==> config.mk <==
export PLATFORM = sky130hd
export DESIGN_NAME = ptr_reg_ctrl
export DESIGN_NICKNAME = d
export VERILOG_FILES = /design/src/rtl/ptrreg_pkg.sv /design/src/rtl/ptr_ctrl.sv /design/src/rtl/reg_file.sv /design/src/rtl/ptr_reg_ctrl.sv
export SDC_FILE = /design/constraint.sdc
export NUM_CORES = 1
export LEC_CHECK = 0
export BUFFER_PORTS_ARGS = -buffer_cell sky130_fd_sc_hd__buf_2
export CORE_ASPECT_RATIO = 1.2
export CORE_MARGIN = 2
export CORE_UTILIZATION = 33
export CTS_CLUSTER_SIZE = 40
export DETAILED_ROUTE_END_ITERATION = 8
export SLEW_MARGIN = 20
export SYNTH_ARGS = -nofsm -noshare
export SYNTH_HDL_FRONTEND = slang
export SYNTH_HIERARCHICAL = 1
export SYNTH_SLANG_ARGS = --single-unit
==> constraint.sdc <==
create_clock -name clk -period 2.3 [get_ports clk]
set_clock_uncertainty 0.2 [all_clocks]
set_input_delay 0.345 -clock clk [delete_from_list [all_inputs] [get_ports clk]]
set_output_delay 0.345 -clock clk [all_outputs]
set_load 0.01 [all_outputs]
==> src/rtl/ptrreg_pkg.sv <==
package ptrreg_pkg;
    typedef enum logic [1:0] {
        PH_IDLE = 2'd0,
        PH_PTR  = 2'd1,
        PH_DATA = 2'd2,
        PH_DROP = 2'd3
    } wph_e;

    localparam int unsigned CFG_ALL_BIT   = 7;
    localparam int unsigned CFG_STBY_BIT  = 6;
    localparam int unsigned CFG_REM1_BIT  = 1;
    localparam int unsigned CFG_REM2_BIT  = 0;
    localparam int unsigned CAL_LOCAL_BIT = 5;
endpackage

==> src/rtl/ptr_ctrl.sv <==
module ptr_ctrl
    import ptrreg_pkg::*;
#(
    parameter int unsigned DW = 8
) (
    input  logic          clk,
    input  logic          rst_n,
    input  logic          ev_start,
    input  logic          ev_stop,
    input  logic          ev_addr_match,
    input  logic          addr_rd,
    input  logic          ev_byte_rx,
    input  logic [DW-1:0] rx_byte,
    output logic [DW-1:0] ptr,
    output logic          wr_en,
    output logic [DW-1:0] wr_data
);
    typedef struct packed {
        wph_e          phase;
        logic [DW-1:0] ptr;
    } st_t;

    st_t st_d, st_q;

    always_comb begin
        st_d  = st_q;
        wr_en = 1'b0;
        if (ev_start || ev_stop) begin
            st_d.phase = PH_IDLE;
        end else if (ev_addr_match) begin
            st_d.phase = addr_rd ? PH_IDLE : PH_PTR;
        end else if (ev_byte_rx) begin
            case (st_q.phase)
                PH_PTR: begin
                    st_d.ptr   = rx_byte;
                    st_d.phase = PH_DATA;
                end
                PH_DATA: begin
                    wr_en      = 1'b1;
                    st_d.phase = PH_DROP;
                end
                default: ;
            endcase
        end
    end

    always_ff @(posedge clk) begin
        if (!rst_n) begin
            st_q <= '{phase: PH_IDLE, ptr: '0};
        end else begin
            st_q <= st_d;
        end
    end

    assign ptr     = st_q.ptr;
    assign wr_data = rx_byte;

    // the first byte after a write address match lands in the pointer
    a_r2_ptr_load: assert property (@(posedge clk) disable iff (!rst_n)
        (ev_byte_rx && !ev_start && !ev_stop && !ev_addr_match && st_q.phase == PH_PTR)
        |=> (ptr == $past(rx_byte)));

    // the pointer only moves on a received byte
    a_r3_ptr_hold: assert property (@(posedge clk) disable iff (!rst_n)
        !ev_byte_rx |=> $stable(ptr));

    // once the data byte is taken, no further write strobes in this transaction
    a_r8_single_write: assert property (@(posedge clk) disable iff (!rst_n)
        wr_en |=> !wr_en);
endmodule

==> src/rtl/reg_file.sv <==
module reg_file
    import ptrreg_pkg::*;
#(
    parameter int unsigned  DW          = 8,
    parameter logic [DW-1:0] CFG_RD_ADDR = 8'h03,
    parameter logic [DW-1:0] CFG_WR_ADDR = 8'h09,
    parameter logic [DW-1:0] CAL_ADDR    = 8'h22,
    parameter logic [DW-1:0] SHOT_ADDR   = 8'h0F
) (
    input  logic          clk,
    input  logic          rst_n,
    input  logic [DW-1:0] ptr,
    input  logic          wr_en,
    input  logic [DW-1:0] wr_data,
    input  logic          rd_req,
    output logic [DW-1:0] rd_byte,
    output logic          conv_req,
    output logic          mask_all,
    output logic          standby,
    output logic          mask_rem1,
    output logic          mask_rem2,
    output logic          mask_local
);
    typedef struct packed {
        logic [DW-1:0] cfg;
        logic [DW-1:0] cal;
        logic [DW-1:0] rd;
        logic          conv;
    } rf_t;

    rf_t rf_d, rf_q;

    always_comb begin
        rf_d      = rf_q;
        rf_d.conv = 1'b0;
        if (wr_en) begin
            if (ptr == CFG_WR_ADDR) begin
                rf_d.cfg = wr_data;
            end else if (ptr == CAL_ADDR) begin
                rf_d.cal = wr_data;
            end else if (ptr == SHOT_ADDR) begin
                rf_d.conv = 1'b1;
            end
        end
        if (rd_req) begin
            if (ptr == CFG_RD_ADDR) begin
                rf_d.rd = rf_q.cfg;
            end else if (ptr == CAL_ADDR) begin
                rf_d.rd = rf_q.cal;
            end else begin
                rf_d.rd = '0;
            end
        end
    end

    always_ff @(posedge clk) begin
        if (!rst_n) begin
            rf_q <= '0;
        end else begin
            rf_q <= rf_d;
        end
    end

    assign rd_byte    = rf_q.rd;
    assign conv_req   = rf_q.conv;
    assign mask_all   = rf_q.cfg[CFG_ALL_BIT];
    assign standby    = rf_q.cfg[CFG_STBY_BIT];
    assign mask_rem1  = rf_q.cfg[CFG_REM1_BIT];
    assign mask_rem2  = rf_q.cfg[CFG_REM2_BIT];
    assign mask_local = rf_q.cal[CAL_LOCAL_BIT];

    // data written at the read-side configuration address is dropped
    a_r4_ro_alias: assert property (@(posedge clk) disable iff (!rst_n)
        (wr_en && ptr == CFG_RD_ADDR) |=> $stable(rf_q.cfg));

    // a read away from the readable locations yields zero
    a_r9_unmapped_zero: assert property (@(posedge clk) disable iff (!rst_n)
        (rd_req && ptr != CFG_RD_ADDR && ptr != CAL_ADDR) |=> (rd_byte == '0));

    // the conversion request is one cycle wide
    a_r7_pulse_width: assert property (@(posedge clk) disable iff (!rst_n)
        conv_req |=> !conv_req);

    // the trigger write leaves both storage registers untouched
    a_r7_no_side_effect: assert property (@(posedge clk) disable iff (!rst_n)
        (wr_en && ptr == SHOT_ADDR) |=> ($stable(rf_q.cfg) && $stable(rf_q.cal)));
endmodule

==> src/rtl/ptr_reg_ctrl.sv <==
module ptr_reg_ctrl
    import ptrreg_pkg::*;
#(
    parameter int unsigned  DW          = 8,
    parameter logic [DW-1:0] CFG_RD_ADDR = 8'h03,
    parameter logic [DW-1:0] CFG_WR_ADDR = 8'h09,
    parameter logic [DW-1:0] CAL_ADDR    = 8'h22,
    parameter logic [DW-1:0] SHOT_ADDR   = 8'h0F
) (
    input  logic          clk,
    input  logic          rst_n,
    input  logic          ev_start,
    input  logic          ev_stop,
    input  logic          ev_addr_match,
    input  logic          addr_rd,
    input  logic          ev_byte_rx,
    input  logic [DW-1:0] rx_byte,
    input  logic          rd_req,
    output logic [DW-1:0] rd_byte,
    output logic          conv_req,
    output logic          mask_all,
    output logic          standby,
    output logic          mask_rem1,
    output logic          mask_rem2,
    output logic          mask_local
);
    logic [DW-1:0] ptr;
    logic          wr_en;
    logic [DW-1:0] wr_data;

    ptr_ctrl #(.DW(DW)) u_ptr (
        .clk           (clk),
        .rst_n         (rst_n),
        .ev_start      (ev_start),
        .ev_stop       (ev_stop),
        .ev_addr_match (ev_addr_match),
        .addr_rd       (addr_rd),
        .ev_byte_rx    (ev_byte_rx),
        .rx_byte       (rx_byte),
        .ptr           (ptr),
        .wr_en         (wr_en),
        .wr_data       (wr_data)
    );

    reg_file #(
        .DW          (DW),
        .CFG_RD_ADDR (CFG_RD_ADDR),
        .CFG_WR_ADDR (CFG_WR_ADDR),
        .CAL_ADDR    (CAL_ADDR),
        .SHOT_ADDR   (SHOT_ADDR)
    ) u_rf (
        .clk        (clk),
        .rst_n      (rst_n),
        .ptr        (ptr),
        .wr_en      (wr_en),
        .wr_data    (wr_data),
        .rd_req     (rd_req),
        .rd_byte    (rd_byte),
        .conv_req   (conv_req),
        .mask_all   (mask_all),
        .standby    (standby),
        .mask_rem1  (mask_rem1),
        .mask_rem2  (mask_rem2),
        .mask_local (mask_local)
    );

    // no conversion request may appear unless a write strobe preceded it
    a_r1_quiet_conv: assert property (@(posedge clk) disable iff (!rst_n)
        conv_req |-> $past(wr_en));
endmodule

* After elaboration in Yosys (flattened, before gate mapping)
Index checks and enable logic that the tools add are counted.
W data, S select, Z words.
** Word-level totals
- Flip-flop bits (word level) :: 35
- Input port bits :: 16
- Output and inout bits :: 14
- Logic and storage cells :: 38
** Cells by class
- Equal/unequal tests :: 6
- Muxes and demuxes :: 12
- Bitwise gates (word level) :: 5
- Reductions and logical operators :: 9
** Operators with widths (number)
- $mux W8 :: 3
- $eq A8 B4 Y1 const B :: 2
- $mux W10 :: 1
- $eq A8 B2 Y1 const B :: 1
- $eq A8 B6 Y1 const B :: 1
- $mux W1 :: 6
- $not A1 Y1 :: 5
- $pmux W2 S2 :: 1
- $reduce_and A2 Y1 :: 2
- $reduce_and A4 Y1 :: 1
- $reduce_or A4 Y1 :: 1
- $reduce_and A3 Y1 :: 1
- $reduce_bool A3 Y1 :: 1
- $eq A2 B1 Y1 const B :: 1
- $eq A2 B2 Y1 const B :: 1
- $mux W2 :: 1
- $reduce_bool A2 Y1 :: 1
- $reduce_or A2 Y1 :: 1
- $logic_or A1 B1 Y1 :: 1

* Logic depth before layout (Yosys ltp)
- Word-level depth :: 7
- Mapped depth :: 5

* Cells and area by module
Netlist, hierarchy kept.
** Modules (own cells, without submodules)
- reg_file :: instances 1, cells an instance 126, area each 1221.2 µm², sequential area each 500.5 µm²
- ptr_ctrl :: instances 1, cells an instance 63, area each 548.0 µm², sequential area each 200.2 µm²

* Least setup slack after synthesis
No wires, ideal clock.
- Kind :: input to register
- From :: input port ev_addr_match
- To :: register u_rf.rf_q (netlist bit u_rf/mask_all)
- Setup time :: 123 ps
- Arrival time :: 1850 ps
- Setup slack :: 127 ps
- Stages on the path :: 5
- Cells stage by stage :: or4b_1 nor3b_1 nor4b_4 nand4_4 mux2i_1
** Between the ends
- Longest elaborated chain between the ends :: 3
** Ends and longest elaborated chain
- start: declaration :: line ptr_reg_ctrl.sv:14 : input logic ev_addr_match,
- $mux W1 :: line ptr_ctrl.sv:30 : end else if (ev_addr_match) begin
- $mux W1 :: line ptr_ctrl.sv:28 : if (ev_start || ev_stop) begin
- named net wr_en :: line ptr_reg_ctrl.sv:28 : logic wr_en;
- $reduce_and A2 Y1 (no line)
- end signal: assignment :: line reg_file.sv:60 : rf_q <= rf_d;
- end: declaration :: line reg_file.sv:31 : rf_t rf_d, rf_q;
The timed path passes the listed nets, and every way through them passes these cells.
A chain may end at the register's enable or synchronous reset.

* Worst setup path after layout
- From :: input port ev_addr_match
- To :: register u_rf/rf_q[22] (netlist bit)
Same word-level chain as after synthesis.

==> flow_summary.ini <==
[placed_design]
gp_congestion = 0.7174
port_buffers = 29
placedCellCount = 251
dp_worst_setup_slack_ps = -70.87
place_area_sq_um = 1810
dp.final_hpwl_microns = 2404

[timing]
whs_ps = 40.18
final_hold_viol_count = 0
fin_ws_ps = 183.9
setup_viol_count_final = 0
worst_pin_slew_ps = 582.6
report.final.slew_viol_count = 0
unrepaired_setup_endpoints_after_global_routing = no
min_period_over_period_pct = 92.01
layout_min_cycle_time_ps = 2116
maxSlewHeadroom_pct = 61.11
maxClockFrequency_ghz = 0.4726

[clocking]
clock-root-buffer = clkbuf_8
clock_tree_from_tritoncts = built
holdBufCountCts = 0
clock-sinks = 35
post_cts_resized = 0
clock_insertion_delay_worst_skew_ps = 280
cts_setup_buffers = 0
h-tree-depth = 2
clk_pin_slew_ps = 70
tritoncts_buffers = 5
clockBufferDepth = 2

[pwr]
ir_worst_vdd_uv = 262.2
finalPower_mw = 1.338
power_density_nw_per_um2 = 688.7
total_leakage_power_nw = 0.8562

[global_route]
grt_first_pass_wirelength_microns = 5533
overflow = 0
largest_net_degree_at_the_start_of_global_routing = 34
grt_pass1_vias = 1179
grt_antenna_before_repair = 0
global_route.usage.total_pct = 11.73

[floorplan]
die_area_sq_um = 5965
io-pin-count = 30
initial_core_util_pct = 33.86
die_h_microns = 84.21
core_area_sq_um = 5225
chip_width_microns = 70.84
num_rows = 29

[routing]
route.detailed.wl_per_inst_microns = 12.69
post_detailed_route_via_to_cell_ratio = 4.842
routed-via-count = 1254
finalWirelength_microns = 3287
drt.antenna.violating_nets = 0
first_iter_violations = 57
drcViolationCount = 0
number_of_detailed_routing_iterations_run_before_antenna_repair = 4

[synth]
synth.lib_cells_used.distinct = 25
synth_cell_area_sq_um = 1769
syn_avg_cell_area_sq_um = 9.361
proportion_of_synthesized_chip_area_in_sequential_cells_pct = 39.60
synth-seq-cells = 35
syn_inst = 189
yosysWarningCount = 6
mappedNetlistNets = 205

[critical_path]
worst-setup-path-type = in -> reg
crit_path_end_kind = register
worstPathMaxFanout = 8
worst_ep_arrival_time_ps = 2090
cp.required_ps = 2270
startpoint_type = input pin

[worst_hold_path]
hold_path.class = in -> reg

[finish]
most_common_cell_after_layout_fill_and_taps_aside = nand2_1
fraction_of_final_layout_cells_with_drive_strength_greater_than_1_pct = 24.37
post_layout_nonfiller_instances = 259
area_growth_from_synthesis_to_final_layout_pct = 9.830
antenna_cells = 0
layout_common_cells = 41 x nand2_1, 35 x dfxtp_1, 29 x buf_2
finish.instance_area_sq_um = 1943
layout.nets = 212

[run_status]
status = finished clean

[flow_run]
timing.max_cap.violations = 0
-- cell usage after synthesis --
library cell / count / area share, %
a211oi_1: 10 / 4.2
a21oi_1: 1 / 0.28
buf_1: 2 / 0.42
buf_2: 1 / 0.28
buf_4: 24 / 10
buf_6: 1 / 0.64
clkbuf_1: 8 / 1.7
dfxtp_1: 35 / 40
mux2i_1: 24 / 14
nand2_1: 41 / 8.7
nand3_1: 2 / 0.57
nand3_4: 1 / 0.99
nand3b_1: 16 / 6.8
nand4_4: 1 / 1.2
nand4bb_1: 1 / 0.64
nor2_1: 3 / 0.64
nor2b_1: 3 / 1.1
nor3_1: 1 / 0.28
nor3b_1: 1 / 0.42
nor3b_2: 1 / 0.71
nor4b_2: 1 / 0.85
nor4b_4: 1 / 1.3
o22a_1: 8 / 4.0
or3_1: 1 / 0.35
or4b_1: 1 / 0.57
-- worst max-delay path, stage by stage --
cell and delay [ps]:
buf_2 100, or4b_1 560, nor3b_1 270, nor4b_4 220, buf_4 180, nand4_4 220
mux2i_1 190
-- per-stage QoR --
stage	util, %	TNS [ps]
floorplan	-	0
global placement	34.65	-464.3
detailed placement	34.65	-572.3
CTS	37.19	0
global route	37.19	0
finish	37.19	0
-- final timing paths --
check	from	endpoint	slack, ps	depth (start not counted)
worst max-delay path	ev_addr_match	u_rf/rf_q[22]	180	7
worst min-delay path	addr_rd	u_ptr/st_q[8]	40	2
worst max register to register	u_ptr/ptr[0]	u_rf/rf_q[22]	520	3
worst min register to register	u_rf/rf_q[20]	u_rf/rf_q[20]	260	2
-- registers in the layout, summed over array words and instances, names as in the netlist --
register and cells:
u_ptr/ptr 8, u_ptr/st_q 2, u_rf/conv_req 1, u_rf/mask_all 1, u_rf/mask_local 1, u_rf/mask_rem1 1
u_rf/mask_rem2 1, u_rf/rd_byte 8, u_rf/rf_q 11, u_rf/standby 1
-- logic make-up after synthesis --
kind of cell | synth area share (%)
compound gates | 8.486
flops | 39.60
simple gates | 25.11
buf+inv | 13.22
mux | 13.58
-- area by class of cell --
class	count	area, sq um
Sequential cell	35	700.7
Clock inverter	2	60.06
Fill cell	554	3282
Tap cell	62	77.57
Multi-Input combinational cell	118	834.6
Timing Repair Buffer	36	197.7
Clock buffer	6	72.57
-- metal layers --
layer / GRT usage, % / wire, microns / up-vias
li1: - / - / 645
met1: 14.01 / 1495 / 573
met3: 3.721 / 159 / 5
met2: 19.46 / 1573 / 31
met5: 0 / 0 / -
met4: 4.631 / 57 / 0
-- power breakdown --
part	total (mW)	internal [mW]	switching, mW	leakage, nW
Combinational	0.0663	0.0291	0.0373	0.507
Clock	0.655	0.433	0.222	0.0654
Sequential	0.617	0.613	0.00366	0.283
Power figures use the tool's default switching activity.
